$ cat src/rtl/hit_fifo_pkg.sv
package hit_fifo_pkg;
  // Strobes from control to datapath for one cycle.
  typedef struct packed {
    logic wrEn;    // store incoming command at write index
    logic rdEn;    // head leaves the queue
    logic markEn;  // entry before the new one is still resident
  } hit_fifo_strobe_t;
endpackage

$ cat src/rtl/hit_fifo_ctrl.sv
module hit_fifo_ctrl
  import hit_fifo_pkg::*;
#(
  parameter int DEPTH = 8,
  localparam int PTR_W = $clog2(DEPTH)
) (
  input  logic             clk,
  input  logic             rstN,
  input  logic             pushValid,
  input  logic             popReady,
  input  logic             flush,
  output hit_fifo_strobe_t strobe,
  output logic [PTR_W-1:0] wrIdx,
  output logic [PTR_W-1:0] rdIdx,
  output logic [PTR_W-1:0] markIdx,
  output logic             full,
  output logic             empty,
  output logic             popAvail
);
  logic [PTR_W:0]   count;
  logic [PTR_W-1:0] wrPtr;
  logic [PTR_W-1:0] rdPtr;

  always_comb begin
    full     = (count == (PTR_W+1)'(DEPTH));
    empty    = (count == '0);
    popAvail = !empty && ((count > (PTR_W+1)'(1)) || flush);
    strobe.wrEn   = pushValid && !full;
    strobe.rdEn   = popReady && popAvail;
    // Skip the mark when the only resident entry is leaving now.
    strobe.markEn = strobe.wrEn && !empty &&
                    !(strobe.rdEn && (count == (PTR_W+1)'(1)));
    wrIdx   = wrPtr;
    rdIdx   = rdPtr;
    markIdx = wrPtr - PTR_W'(1);
  end

  always_ff @(posedge clk or negedge rstN) begin
    if (!rstN) begin
      count <= '0;
      wrPtr <= '0;
      rdPtr <= '0;
    end else begin
      if (strobe.wrEn) wrPtr <= wrPtr + PTR_W'(1);
      if (strobe.rdEn) rdPtr <= rdPtr + PTR_W'(1);
      case ({strobe.wrEn, strobe.rdEn})
        2'b10:   count <= count + (PTR_W+1)'(1);
        2'b01:   count <= count - (PTR_W+1)'(1);
        default: count <= count;
      endcase
    end
  end
endmodule

$ cat src/rtl/hit_fifo_data.sv
module hit_fifo_data
  import hit_fifo_pkg::*;
#(
  parameter int DEPTH  = 8,
  parameter int BANK_W = 3,
  parameter int ROW_W  = 14,
  parameter int COL_W  = 10,
  localparam int PTR_W = $clog2(DEPTH)
) (
  input  logic              clk,
  input  logic              rstN,
  input  hit_fifo_strobe_t  strobe,
  input  logic [PTR_W-1:0]  wrIdx,
  input  logic [PTR_W-1:0]  rdIdx,
  input  logic [PTR_W-1:0]  markIdx,
  input  logic [BANK_W-1:0] pushBank,
  input  logic [ROW_W-1:0]  pushRow,
  input  logic [COL_W-1:0]  pushCol,
  input  logic              pushWrite,
  output logic [BANK_W-1:0] popBank,
  output logic [ROW_W-1:0]  popRow,
  output logic [COL_W-1:0]  popCol,
  output logic              popWrite,
  output logic              popBankHit,
  output logic              popRowHit,
  output logic              popAutoPre
);
  logic [BANK_W-1:0] bankMem [DEPTH];
  logic [ROW_W-1:0]  rowMem  [DEPTH];
  logic [COL_W-1:0]  colMem  [DEPTH];
  logic              wrMem   [DEPTH];
  logic              bHitMem [DEPTH];
  logic              rHitMem [DEPTH];

  logic [BANK_W-1:0] prevBank;
  logic [ROW_W-1:0]  prevRow;
  logic              prevValid;
  logic              sameBank;
  logic              sameRow;

  assign sameBank = prevValid && (pushBank == prevBank);
  assign sameRow  = sameBank && (pushRow == prevRow);

  always_ff @(posedge clk or negedge rstN) begin
    if (!rstN) begin
      prevBank  <= '0;
      prevRow   <= '0;
      prevValid <= 1'b0;
      for (int i = 0; i < DEPTH; i++) begin
        bankMem[i] <= '0;
        rowMem[i]  <= '0;
        colMem[i]  <= '0;
        wrMem[i]   <= 1'b0;
        bHitMem[i] <= 1'b0;
        rHitMem[i] <= 1'b0;
      end
    end else begin
      if (strobe.rdEn) begin
        bHitMem[rdIdx] <= 1'b0;
        rHitMem[rdIdx] <= 1'b0;
      end
      if (strobe.markEn) begin
        if (sameBank) bHitMem[markIdx] <= 1'b1;
        if (sameRow)  rHitMem[markIdx] <= 1'b1;
      end
      if (strobe.wrEn) begin
        bankMem[wrIdx] <= pushBank;
        rowMem[wrIdx]  <= pushRow;
        colMem[wrIdx]  <= pushCol;
        wrMem[wrIdx]   <= pushWrite;
        bHitMem[wrIdx] <= 1'b0;
        rHitMem[wrIdx] <= 1'b0;
        prevBank  <= pushBank;
        prevRow   <= pushRow;
        prevValid <= 1'b1;
      end
    end
  end

  always_comb begin
    popBank    = bankMem[rdIdx];
    popRow     = rowMem[rdIdx];
    popCol     = colMem[rdIdx];
    popWrite   = wrMem[rdIdx];
    popBankHit = bHitMem[rdIdx];
    popRowHit  = rHitMem[rdIdx];
    popAutoPre = !rHitMem[rdIdx];
  end
endmodule

$ cat src/rtl/dram_cmd_hit_fifo.sv
module dram_cmd_hit_fifo
  import hit_fifo_pkg::*;
#(
  parameter int DEPTH  = 8,
  parameter int BANK_W = 3,
  parameter int ROW_W  = 14,
  parameter int COL_W  = 10
) (
  input  logic              clk,
  input  logic              rstN,
  input  logic              pushValid,
  input  logic [BANK_W-1:0] pushBank,
  input  logic [ROW_W-1:0]  pushRow,
  input  logic [COL_W-1:0]  pushCol,
  input  logic              pushWrite,
  output logic              full,
  input  logic              popReady,
  input  logic              flush,
  output logic              empty,
  output logic              popAvail,
  output logic [BANK_W-1:0] popBank,
  output logic [ROW_W-1:0]  popRow,
  output logic [COL_W-1:0]  popCol,
  output logic              popWrite,
  output logic              popBankHit,
  output logic              popRowHit,
  output logic              popAutoPre
);
  localparam int PTR_W = $clog2(DEPTH);

  hit_fifo_strobe_t strobe;
  logic [PTR_W-1:0] wrIdx;
  logic [PTR_W-1:0] rdIdx;
  logic [PTR_W-1:0] markIdx;

  hit_fifo_ctrl #(.DEPTH(DEPTH)) i_ctrl (
    .clk(clk), .rstN(rstN), .pushValid(pushValid), .popReady(popReady),
    .flush(flush), .strobe(strobe), .wrIdx(wrIdx), .rdIdx(rdIdx),
    .markIdx(markIdx), .full(full), .empty(empty), .popAvail(popAvail)
  );

  hit_fifo_data #(.DEPTH(DEPTH), .BANK_W(BANK_W), .ROW_W(ROW_W), .COL_W(COL_W)) i_data (
    .clk(clk), .rstN(rstN), .strobe(strobe), .wrIdx(wrIdx), .rdIdx(rdIdx),
    .markIdx(markIdx), .pushBank(pushBank), .pushRow(pushRow),
    .pushCol(pushCol), .pushWrite(pushWrite), .popBank(popBank),
    .popRow(popRow), .popCol(popCol), .popWrite(popWrite),
    .popBankHit(popBankHit), .popRowHit(popRowHit), .popAutoPre(popAutoPre)
  );
endmodule

$ cat config.mk
export PLATFORM = sky130hd
export DESIGN_NAME = dram_cmd_hit_fifo
export DESIGN_NICKNAME = d
export VERILOG_FILES = /design/src/rtl/hit_fifo_pkg.sv /design/src/rtl/hit_fifo_ctrl.sv /design/src/rtl/hit_fifo_data.sv /design/src/rtl/dram_cmd_hit_fifo.sv
export SDC_FILE = /design/constraint.sdc
export NUM_CORES = 1
export LEC_CHECK = 0
export ABC_AREA = 1
export BUFFER_PORTS_ARGS = -buffer_cell sky130_fd_sc_hd__buf_2
export CORE_ASPECT_RATIO = 1.4
export CORE_MARGIN = 5
export CORE_UTILIZATION = 25
export CTS_CLUSTER_DIAMETER = 150
export DETAILED_ROUTE_END_ITERATION = 10
export PLACE_DENSITY = 0.51
export SYNTH_ARGS = -nofsm -noshare
export SYNTH_HDL_FRONTEND = slang
export SYNTH_SLANG_ARGS = --single-unit
$ cat constraint.sdc
create_clock -name clk -period 2 [get_ports clk]
set_clock_uncertainty 0.05 [all_clocks]
set_input_delay 0.6 -clock clk [delete_from_list [all_inputs] [get_ports clk]]
set_output_delay 0.6 -clock clk [all_outputs]
set_load 0.02 [all_outputs]
---- After elaboration in Yosys (flattened, before gate mapping) ----
Index checks and enable logic that the tools add are counted.
Widths: inputs -> output; s select.
cells by class
  $add $sub $neg .......................... 5
  $lt $le $gt $ge ......................... 7
  eq/ne operators ......................... 6
  mux-type cells .......................... 43
  bitwise logic cells ..................... 11
  reduce and logical (&&, ||, !) cells .... 18
operators with widths
  cell                number
  $bwmux 112          1
  $bwmux 80           1
  $mux 8              8
  $bmux 14 s3         1
  $demux 14 s3        1
  $mux 14             3
  $and 8x8->8         4
  $bmux 10 s3         1
  $demux 10 s3        1
  $mux 10             3
  $bwmux 24           1
  $not 8->8           2
  $or 8x8->8          2
  $eq 14x14->1        1
  $ge 4x4->1 const B  3
  $lt 4x1->1 const B  3
  $not 3->4           3
  $logic_and 1x1->1   11
  $bmux 1 s3          3
  $bmux 3 s3          1
  $demux 1 s3         3
  $demux 3 s3         1
  $mux 1              9
  $mux 3              3
  16 further kinds    20
word-level totals
  register bits ........................... 268
  bits of input ports ..................... 33
  output and inout port bits .............. 34
  logic and storage cells ................. 144

---- Logic depth before layout (Yosys ltp) ----
Gate-level depths: netlist (run 1).
  depth after elaboration ................. 13
  depth in mapped cells ................... 12
  gate-level depth less buffers ........... 12

---- Cells and area by module ----
From an unflattened synthesis (run 1), not the netlist that was laid out.
second synthesis, totals
  cells, all modules ...................... 1488
  area, all modules ....................... 12451.9 µm²
modules (own cells, without submodules)
  module         instances  cells each  area each (µm²)  seq. area each (µm²)
  hit_fifo_data  1          1401        11758.8          6456.2
  hit_fifo_ctrl  1          87          693.2            250.2

---- Worst setup path after synthesis (run 1) ----
OpenSTA, ideal clock, no wires.
  path type ............................... flip-flop to output port
  from .................................... register i_ctrl.rdPtr[0] (netlist: i_ctrl.rdIdx[0])
  to ...................................... output popRow[10]
  arrival time ............................ 1540 ps
  data required time ...................... 1350 ps
  slack ................................... -190 ps
  cell stages (with the launch flop) ...... 7
  path buffers ............................ 3
  cell sequence ........................... dfrtp_1 -> inv_2 -> buf_2 -> buf_2 -> clkbuf_1 -> nor2_1 -> o2111ai_1
on the way
  longest elaborated chain between the ends .. 4
RTL lines
  element                                      RTL line                 RTL
  start: declaration                           hit_fifo_ctrl.sv:22      logic [PTR_W-1:0] rdPtr;
  start signal: assignment                     hit_fifo_ctrl.sv:45      if (strobe.rdEn) rdPtr <= rdPtr + PTR_W'(1);
  $not 3->4 (implied by the code)              hit_fifo_data.sv:82      popRow = rowMem[rdIdx];
  $bmux 14 s3                                  hit_fifo_data.sv:82
  $mux 14 (implied by the code) (2 in series)  hit_fifo_data.sv:82
  end: declaration                             dram_cmd_hit_fifo.sv:22  output logic [ROW_W-1:0] popRow,
Every way passes these cells. The select of a mux whose other input is x is not followed.

---- Worst setup path after layout (run 1) ----
  from .................................... register i_ctrl.rdPtr[0] (netlist: i_ctrl.rdIdx[0])
  to ...................................... output popCol[9]
on the way
  longest elaborated chain between the ends .. 4
RTL lines
  element                                      RTL line                 RTL
  $not 3->4 (implied by the code)              hit_fifo_data.sv:83      popCol = colMem[rdIdx];
  $bmux 10 s3                                  hit_fifo_data.sv:83
  $mux 10 (implied by the code) (2 in series)  hit_fifo_data.sv:83
  end: declaration                             dram_cmd_hit_fifo.sv:23  output logic [COL_W-1:0] popCol,
Every way passes these cells. The select of a mux whose other input is x is not followed.

==> metrics.yaml, run 1 <==
die_x_um: 198.5
numCtsBuffers: 30
seq_area_frac_synth_pct: 53.93
finalSetupViolations: 225
die_h_um: 273.9
fin_ws_ns: -0.7451
start_util_pct: 25.31
p_switching_w: 0.01312
synth_common_cells: "312 x nand2_1, 268 x dfrtp_1, 227 x o21ai_0, 215 x nor2_1, 97 x o21ai_1"
powerDensity_nw_per_um2: 1785
fin_tns_setup_ns: -38.71
syn-num-nets: 1516
relSlewSlack_pct: 60.99
synth_edf_count: 0
synth_area_um2: 12430
max-cap-violations: 0
clockBufferDepth: 3
power.leakage_nw: 8.193
antenna_found_initial: 1
drv_slew: 0
vdd_drop_max_v: 0.0009991
grt_pass1_vias: 10500
p_sw_share_pct: 40.94
hold_violations: 0
yosysTopAreaCellShare_pct: 53.93
synth-seq-cells: 268
gp_congestion: 0.7935
cts_tree: "built"
crit_fanout: 7
worst_slew_pin_slew_ns: 0.5851
synthFlopType: "dfrtp_1"
power_frac_comb_pct: 53.3
clkLatencyLatePin_ns: 0.58
std_cell_rows: 96
outcome: "finished, violations left"
drtIter0Drc: 699
holdCritPathClass: "in2reg"
place_ws_ns: -0.2317
p_clk_share_pct: 17.5
pwr-share-seq_pct: 29.2
crit_path_start_kind: "flop"
first_pass_iters: 5
synth.most_common_cell: "nand2_1"
hpwl_mm: 24.16
cts_root_buf: "clkbuf_16"
place_area_um2: 14260
synth.top_cells.by_area: "dfrtp_1 54%, nand2_1 9.4%, o21ai_0 9.1%, nor2_1 6.5%, o21ai_1 3.9%"
cp.arrival_ns: 2.10
wirelength_mm: 47.35
fp.coreArea_um2: 49130
via_per_inst: 4.831
routedWlPerCell_um: 20.41
h-tree-depth: 1
fin_crit_ns: 2.745
worstPathRequired_ns: 1.35
worstSetupEndpointType: "output pin"
grt_max_degree: 60
fmax_mhz: 364.3
synth_area_leader_cell: "dfrtp_1"
area.growth.synth_to_final_pct: 44.44
clk_pin_slew_ns: 0.06
netlist-cell-type-count: 32
rsz0062_at_grt: "yes"
design_area_um2: 17960
ys_async_sr_fraction_pct: 100.0
num_io_pins: 67
nNetsFinal: 1703
crit_type: "reg2out"
vias: 11210
drtAntennaViolNets: 0
grt_pass1_wl_mm: 62.00
syn_avg_cell_area_um2: 8.424
failed_checks: "negative setup slack"
drive_above_1_share_pct: 31.99
syn_inst: 1476
port_buffers: 66
overflow: 0
ys_warn_count: 0
timing.final.crit_share_pct: 137.3
internal_power_w: 0.01893
grtUsageTotal_pct: 14.47
die-area_um2: 54360
post-route-drc-count: 0
cts.sinks: 268
==> placed cells by master (no fill, tap or decap), types with 3 or more instances in the layout <==
| cell type | netlist | layout |
|---|---|---|
| nand2_4 | 1 | 25 |
| ha_4 | 0 | 3 |
| o21ai_0 | 227 | 133 |
| o21ai_4 | 0 | 5 |
| xnor2_1 | 6 | 6 |
| nand2_1 | 312 | 246 |
| clkbuf_16 | 0 | 52 |
| o21ai_2 | 5 | 46 |
| dfrtp_1 | 268 | 266 |
| inv_1 | 88 | 76 |
| buf_2 | 24 | 31 |
| buf_16 | 0 | 7 |
| inv_6 | 0 | 4 |
| inv_2 | 10 | 13 |
| nand3_2 | 0 | 4 |
| buf_12 | 0 | 46 |
| nand3_1 | 14 | 8 |
| nand2_8 | 1 | 3 |
| ha_1 | 7 | 4 |
| nor2_4 | 3 | 23 |
| a21oi_2 | 0 | 22 |
| o2111ai_2 | 0 | 27 |
| nor2_2 | 2 | 12 |
| nand2_2 | 2 | 42 |
| buf_4 | 6 | 77 |
| clkbuf_8 | 0 | 11 |
| clkbuf_1 | 31 | 3 |
| xor2_1 | 13 | 13 |
| nor2_1 | 215 | 185 |
| nand4_1 | 3 | 3 |
| buf_6 | 24 | 53 |
| buf_8 | 0 | 6 |
| inv_4 | 1 | 5 |
| a21oi_1 | 74 | 51 |
| nand3_4 | 1 | 3 |
| o21ai_1 | 97 | 145 |
==> per-layer routing <==
layer / track usage [%] / up-vias / routed length [um]
li1: - / 5239 / -
met1: 18.87 / 5575 / 19660
met2: 25.20 / 324 / 23920
met3: 1.844 / 69 / 2140
met4: 4.087 / 0 / 1627
met5: 0 / - / 0
==> power by group through the flow <==
stage | clock network, W | logic (W) | registers, W
after floorplan | 0 | 0.00777 | 0.00877
after global placement | 0 | 0.0119 | 0.00905
after detailed placement | 0 | 0.0121 | 0.00910
after CTS | 0.00575 | 0.0147 | 0.00915
after global routing | 0.00594 | 0.0184 | 0.00967
final | 0.00561 | 0.0171 | 0.00938
==> final timing paths <==
kind	start	endpoint	slack, ns	cells after the start
worst max-delay path	i_ctrl.rdIdx[0]	popCol[9]	-0.75	8
worst min-delay path	pushCol[5]	i_data.colMem[75]	0.19	3
worst max register to register	i_ctrl.count[0]	i_data.colMem[18]	-0.18	16
worst min register to register	i_data.bankMem[12]	i_data.bankMem[12]	0.43	2
max in group asynchronous	rstN	i_data.colMem[13]	0.66	3
min in group asynchronous	rstN	i_ctrl.count[1]	0.41	2
==> cell families after synthesis <==
logic type	count (synthesis)	synth area share, %
AOI/OAI and AO/OA	434	18.52
xor gates and xnor gates	19	1.338
adders and majority gates	7	0.7043
buffers and inverters	190	7.627
DFF	268	53.93
and+or+nand+nor	558	17.87
==> critical path, cell delays in order, from the launching register on <==
cell and delay [ns]:
dfrtp_2 0.47, inv_6 0.13, buf_12 0.14, buf_12 0.14, buf_4 0.12, a21oi_1 0.05
o21ai_1 0.11, o2111ai_2 0.17, buf_6 0.17
==> what timing repair did <==
action	in CTS	in global routing
endpoints found under the setup margin	37	237
endpoints found under the hold margin	10	0
gates cloned	9	33
resized for setup	201	284
hold buffers	1	0
buffers inserted	27	20
pin swaps	26	34
==> state kept, by name, indices dropped and copies added, names as in the netlist <==
register          flops
i_data.prevRow       14
i_ctrl.rdIdx          3
i_data.colMem        80
i_ctrl.wrIdx          3
i_data.prevBank       3
i_ctrl.count          4
i_data.wrMem          8
i_data.rHitMem        8
i_data.bankMem       24
i_data.bHitMem        8
i_data.rowMem       112
i_data.prevValid      1
==> per-stage QoR <==
stage / cells / power [W] / util [%] / hold slack [ns]
after global routing: 2319 / 0.03404 / 36.55 / 0.1922
after global placement: 2179 / 0.02097 / 29.03 / 0.4078
after CTS: 2267 / 0.02964 / 33.16 / 0.1650
after floorplan: 1476 / 0.01653 / - / 0.2544
final: 2320 / 0.03206 / 36.56 / 0.1891
after detailed placement: 2179 / 0.02116 / 29.03 / 0.4022
==> layout make-up <==
class / instances / area (um^2)
fillers: 4894 / 31170
clock buffers: 44 / 913.4
repair inverters: 1 / 20.02
clock inverters: 7 / 82.58
inverters: 99 / 430.4
well taps: 637 / 797.0
flip-flops and latches: 268 / 6709
multi-input cells: 1018 / 5846
diodes: 1 / 2.502
repair buffers: 245 / 3159
Power figures use the tool's default switching activity.
==> run 2, diff against run 1 <==
--- a/config.mk
+++ b/config.mk
@@ -7,12 +7,14 @@
 export LEC_CHECK = 0
 export ABC_AREA = 1
 export BUFFER_PORTS_ARGS = -buffer_cell sky130_fd_sc_hd__buf_2
-export CORE_ASPECT_RATIO = 1.4
+export CORE_ASPECT_RATIO = 0.75
 export CORE_MARGIN = 5
 export CORE_UTILIZATION = 25
 export CTS_CLUSTER_DIAMETER = 150
 export DETAILED_ROUTE_END_ITERATION = 10
 export PLACE_DENSITY = 0.51
+export SETUP_SLACK_MARGIN = 0.5
+export SKIP_CTS_REPAIR_TIMING = 1
 export SYNTH_ARGS = -nofsm -noshare
 export SYNTH_HDL_FRONTEND = slang
 export SYNTH_SLANG_ARGS = --single-unit
==> run 2 against run 1 <==
Against the previous run:
- the flow still finishes with violations (negative setup slack)
- cell area down 5.1%
- clock power grew 0.7%
- setup slack worse by 0.013 ns
- die area hardly changed
- global-route usage down 1.4 points
- hold slack worse by 0.0069 ns
- routed wire length fell by 9.2%
==> metrics.yaml, run 2 (synthesis gave the netlist of run 1 again) <==
place_ws_ns: -0.1743  # +0.05744 ns
antenna_found_initial: 4  # +3
drtAntennaViolNets: 0  # unchanged
largest-register: "i_data.rowMem"
worstHoldEndpoint: "i_data.colMem[78]"
std_cell_rows: 70  # -27%
holdPathStages: 3  # unchanged
clockBufferDepth: 3  # unchanged
crit_fanout: 30  # +23
grt_pass1_wl_mm: 57.51  # -7.2%
grt_pass1_vias: 9807  # -6.6%
die_h_um: 203.1  # -26%
drive_above_1_share_pct: 28.37  # -3.6 points
nNetsFinal: 1663  # -2.3%
worstPathRequired_ns: 1.35  # about the same
fp.coreArea_um2: 48960  # -0.34%
port_buffers: 66  # unchanged
die_x_um: 267.5  # +35%
wirelength_mm: 42.98  # -9.2%
reg2reg_depth: 13  # -3
drv_slew: 0  # unchanged
top_regs: "i_data.rowMem: 112 flops, i_data.colMem: 80 flops, i_data.bankMem: 24 flops"
post-route-drc-count: 0  # unchanged
grt_max_degree: 64  # +6.7%
largest_reg_flops: 112  # unchanged
worstSetupEndpointType: "output pin"
cp_top_family: "compound AO/OA/AOI/OAI gates"
routedWlPerCell_um: 18.71  # -8.3%
outcome: "finished, violations left"
area.growth.synth_to_final_pct: 37.01
max-cap-violations: 0  # unchanged
hold_violations: 0  # unchanged
fin_crit_ns: 2.758  # +0.01256 ns
fin_tns_setup_ns: -21.23  # +17.47 ns
rr_startpoint: "i_ctrl.count[0]"
crit_cells: 5  # -3
clk_pin_slew_ns: 0.06  # about the same
die-area_um2: 54340  # about the same
overflow: 0  # unchanged
drtIter0Drc: 911  # +30%
numCtsBuffers: 31  # +3.3%
power.leakage_nw: 7.739  # -5.5%
cp.arrival_ns: 2.11  # about the same
finalSetupViolations: 36  # -84%
powerDensity_nw_per_um2: 1751  # -1.9%
cts_tree: "built"
cts.sinks: 268  # unchanged
r2r_end: "i_data.rHitMem[5]"
start_util_pct: 25.40  # +0.087 points
crit_path_start_kind: "flop"
crit_type: "reg2out"
cts_root_buf: "clkbuf_16"
h-tree-depth: 1  # unchanged
gp_congestion: 0.7972  # +0.47%
layout_common_cells: "263 x dfrtp_1, 259 x nand2_1, 192 x nor2_1, 155 x o21ai_0, 146 x o21ai_1"
holdCritStartpoint: "pushCol[8]"
relSlewSlack_pct: 68.09  # +7.1 points
failed_checks: "negative setup slack"
slowest_delay_ns: 0.44  # -0.03 ns
vias: 10720  # -4.4%
worst_slew_pin_slew_ns: 0.4787  # -0.1064 ns
hpwl_mm: 23.47  # -2.9%
total_power_w: 0.02984  # -6.9%
holdCritPathClass: "in2reg"
final_common_cell: "dfrtp_1"
fin_ws_ns: -0.7576  # -0.01256 ns
grtUsageTotal_pct: 13.08  # -1.4 points
first_pass_iters: 5  # unchanged
timing.final.crit_share_pct: 137.9  # +0.63 points
clkLatencyLatePin_ns: 0.59  # about the same
rsz0062_at_grt: "yes"
via_per_inst: 4.665  # -3.4%
reg2reg_slack_ns: -0.01  # +0.17 ns
crit_slowest_cell: "dfrtp_2"
cp_num_buf_inv: 3  # -2
num_io_pins: 67  # unchanged
vdd_drop_max_v: 0.0007742  # -23%
fmax_mhz: 362.6  # -0.46%
worstPathCellList: "inv_6 -> buf_12 -> o21ai_0 -> o2111ai_2 -> buf_6"
## run 2: cell count changes in the layout (fill, tap and decap cells not counted), moves of 9 or more
cell	previous run	this run
o21ai_0	133	155
o21ai_2	46	28
nand2_4	25	8
buf_6	53	40
nand2_1	246	259
a21oi_2	22	32
a21oi_1	51	42
## run 2: how the worst max path moves through the flow
stage                         start          to  slack (ns)
global placement    i_ctrl.rdIdx[2]   popRow[5]       -0.19
finish              i_ctrl.rdIdx[0]   popRow[9]       -0.76
global route        i_ctrl.rdIdx[2]  popBankHit       -0.84
detailed placement  i_ctrl.rdIdx[2]   popRow[5]       -0.17
CTS                 i_ctrl.rdIdx[2]   popRow[5]       -0.81
floorplan           i_ctrl.rdIdx[0]   popRowHit        0.07
## run 2: stage by stage
step	hold WS (ns)	area (um^2)	instances	util, %
after floorplan	0.2544	13020	1476	-
after global placement	0.4064	14460	2183	29.52
after detailed placement	0.4063	14460	2183	29.52
after CTS	-0.1786	15470	2239	31.60
after global routing	0.1804	17030	2295	34.79
final	0.1822	17040	2297	34.80
## run 2: worst min-delay path: stages
cell and delay [ns]:
buf_2 0.09, nand2_2 0.05, o21ai_2 0.04
## run 2: area by class of cell
class	instances	area, um^2
timing repair buffer	205	2467
antenna	3	7.507
tap	648	810.8
clock buffer	48	929.6
sequential	268	6713
fill	4962	31920
multi-input combinational	1018	5593
clock inverter	8	85.08
inverter	99	430.4
## run 2: power breakdown
part	internal [W]	total, W	switching, W	leakage (nW)
registers	0.00782	0.00920	0.00139	3.32
clock network	0.00331	0.00565	0.00233	0.496
logic	0.00652	0.0150	0.00847	3.92
## run 2: routing by layer
layer	routed length [um]	global-route usage, %	vias to the layer above
met4	824	1.783	0
met5	0	0	-
met3	2242	2.473	58
li1	-	-	5153
met2	18880	19.83	260
met1	21030	19.94	5244
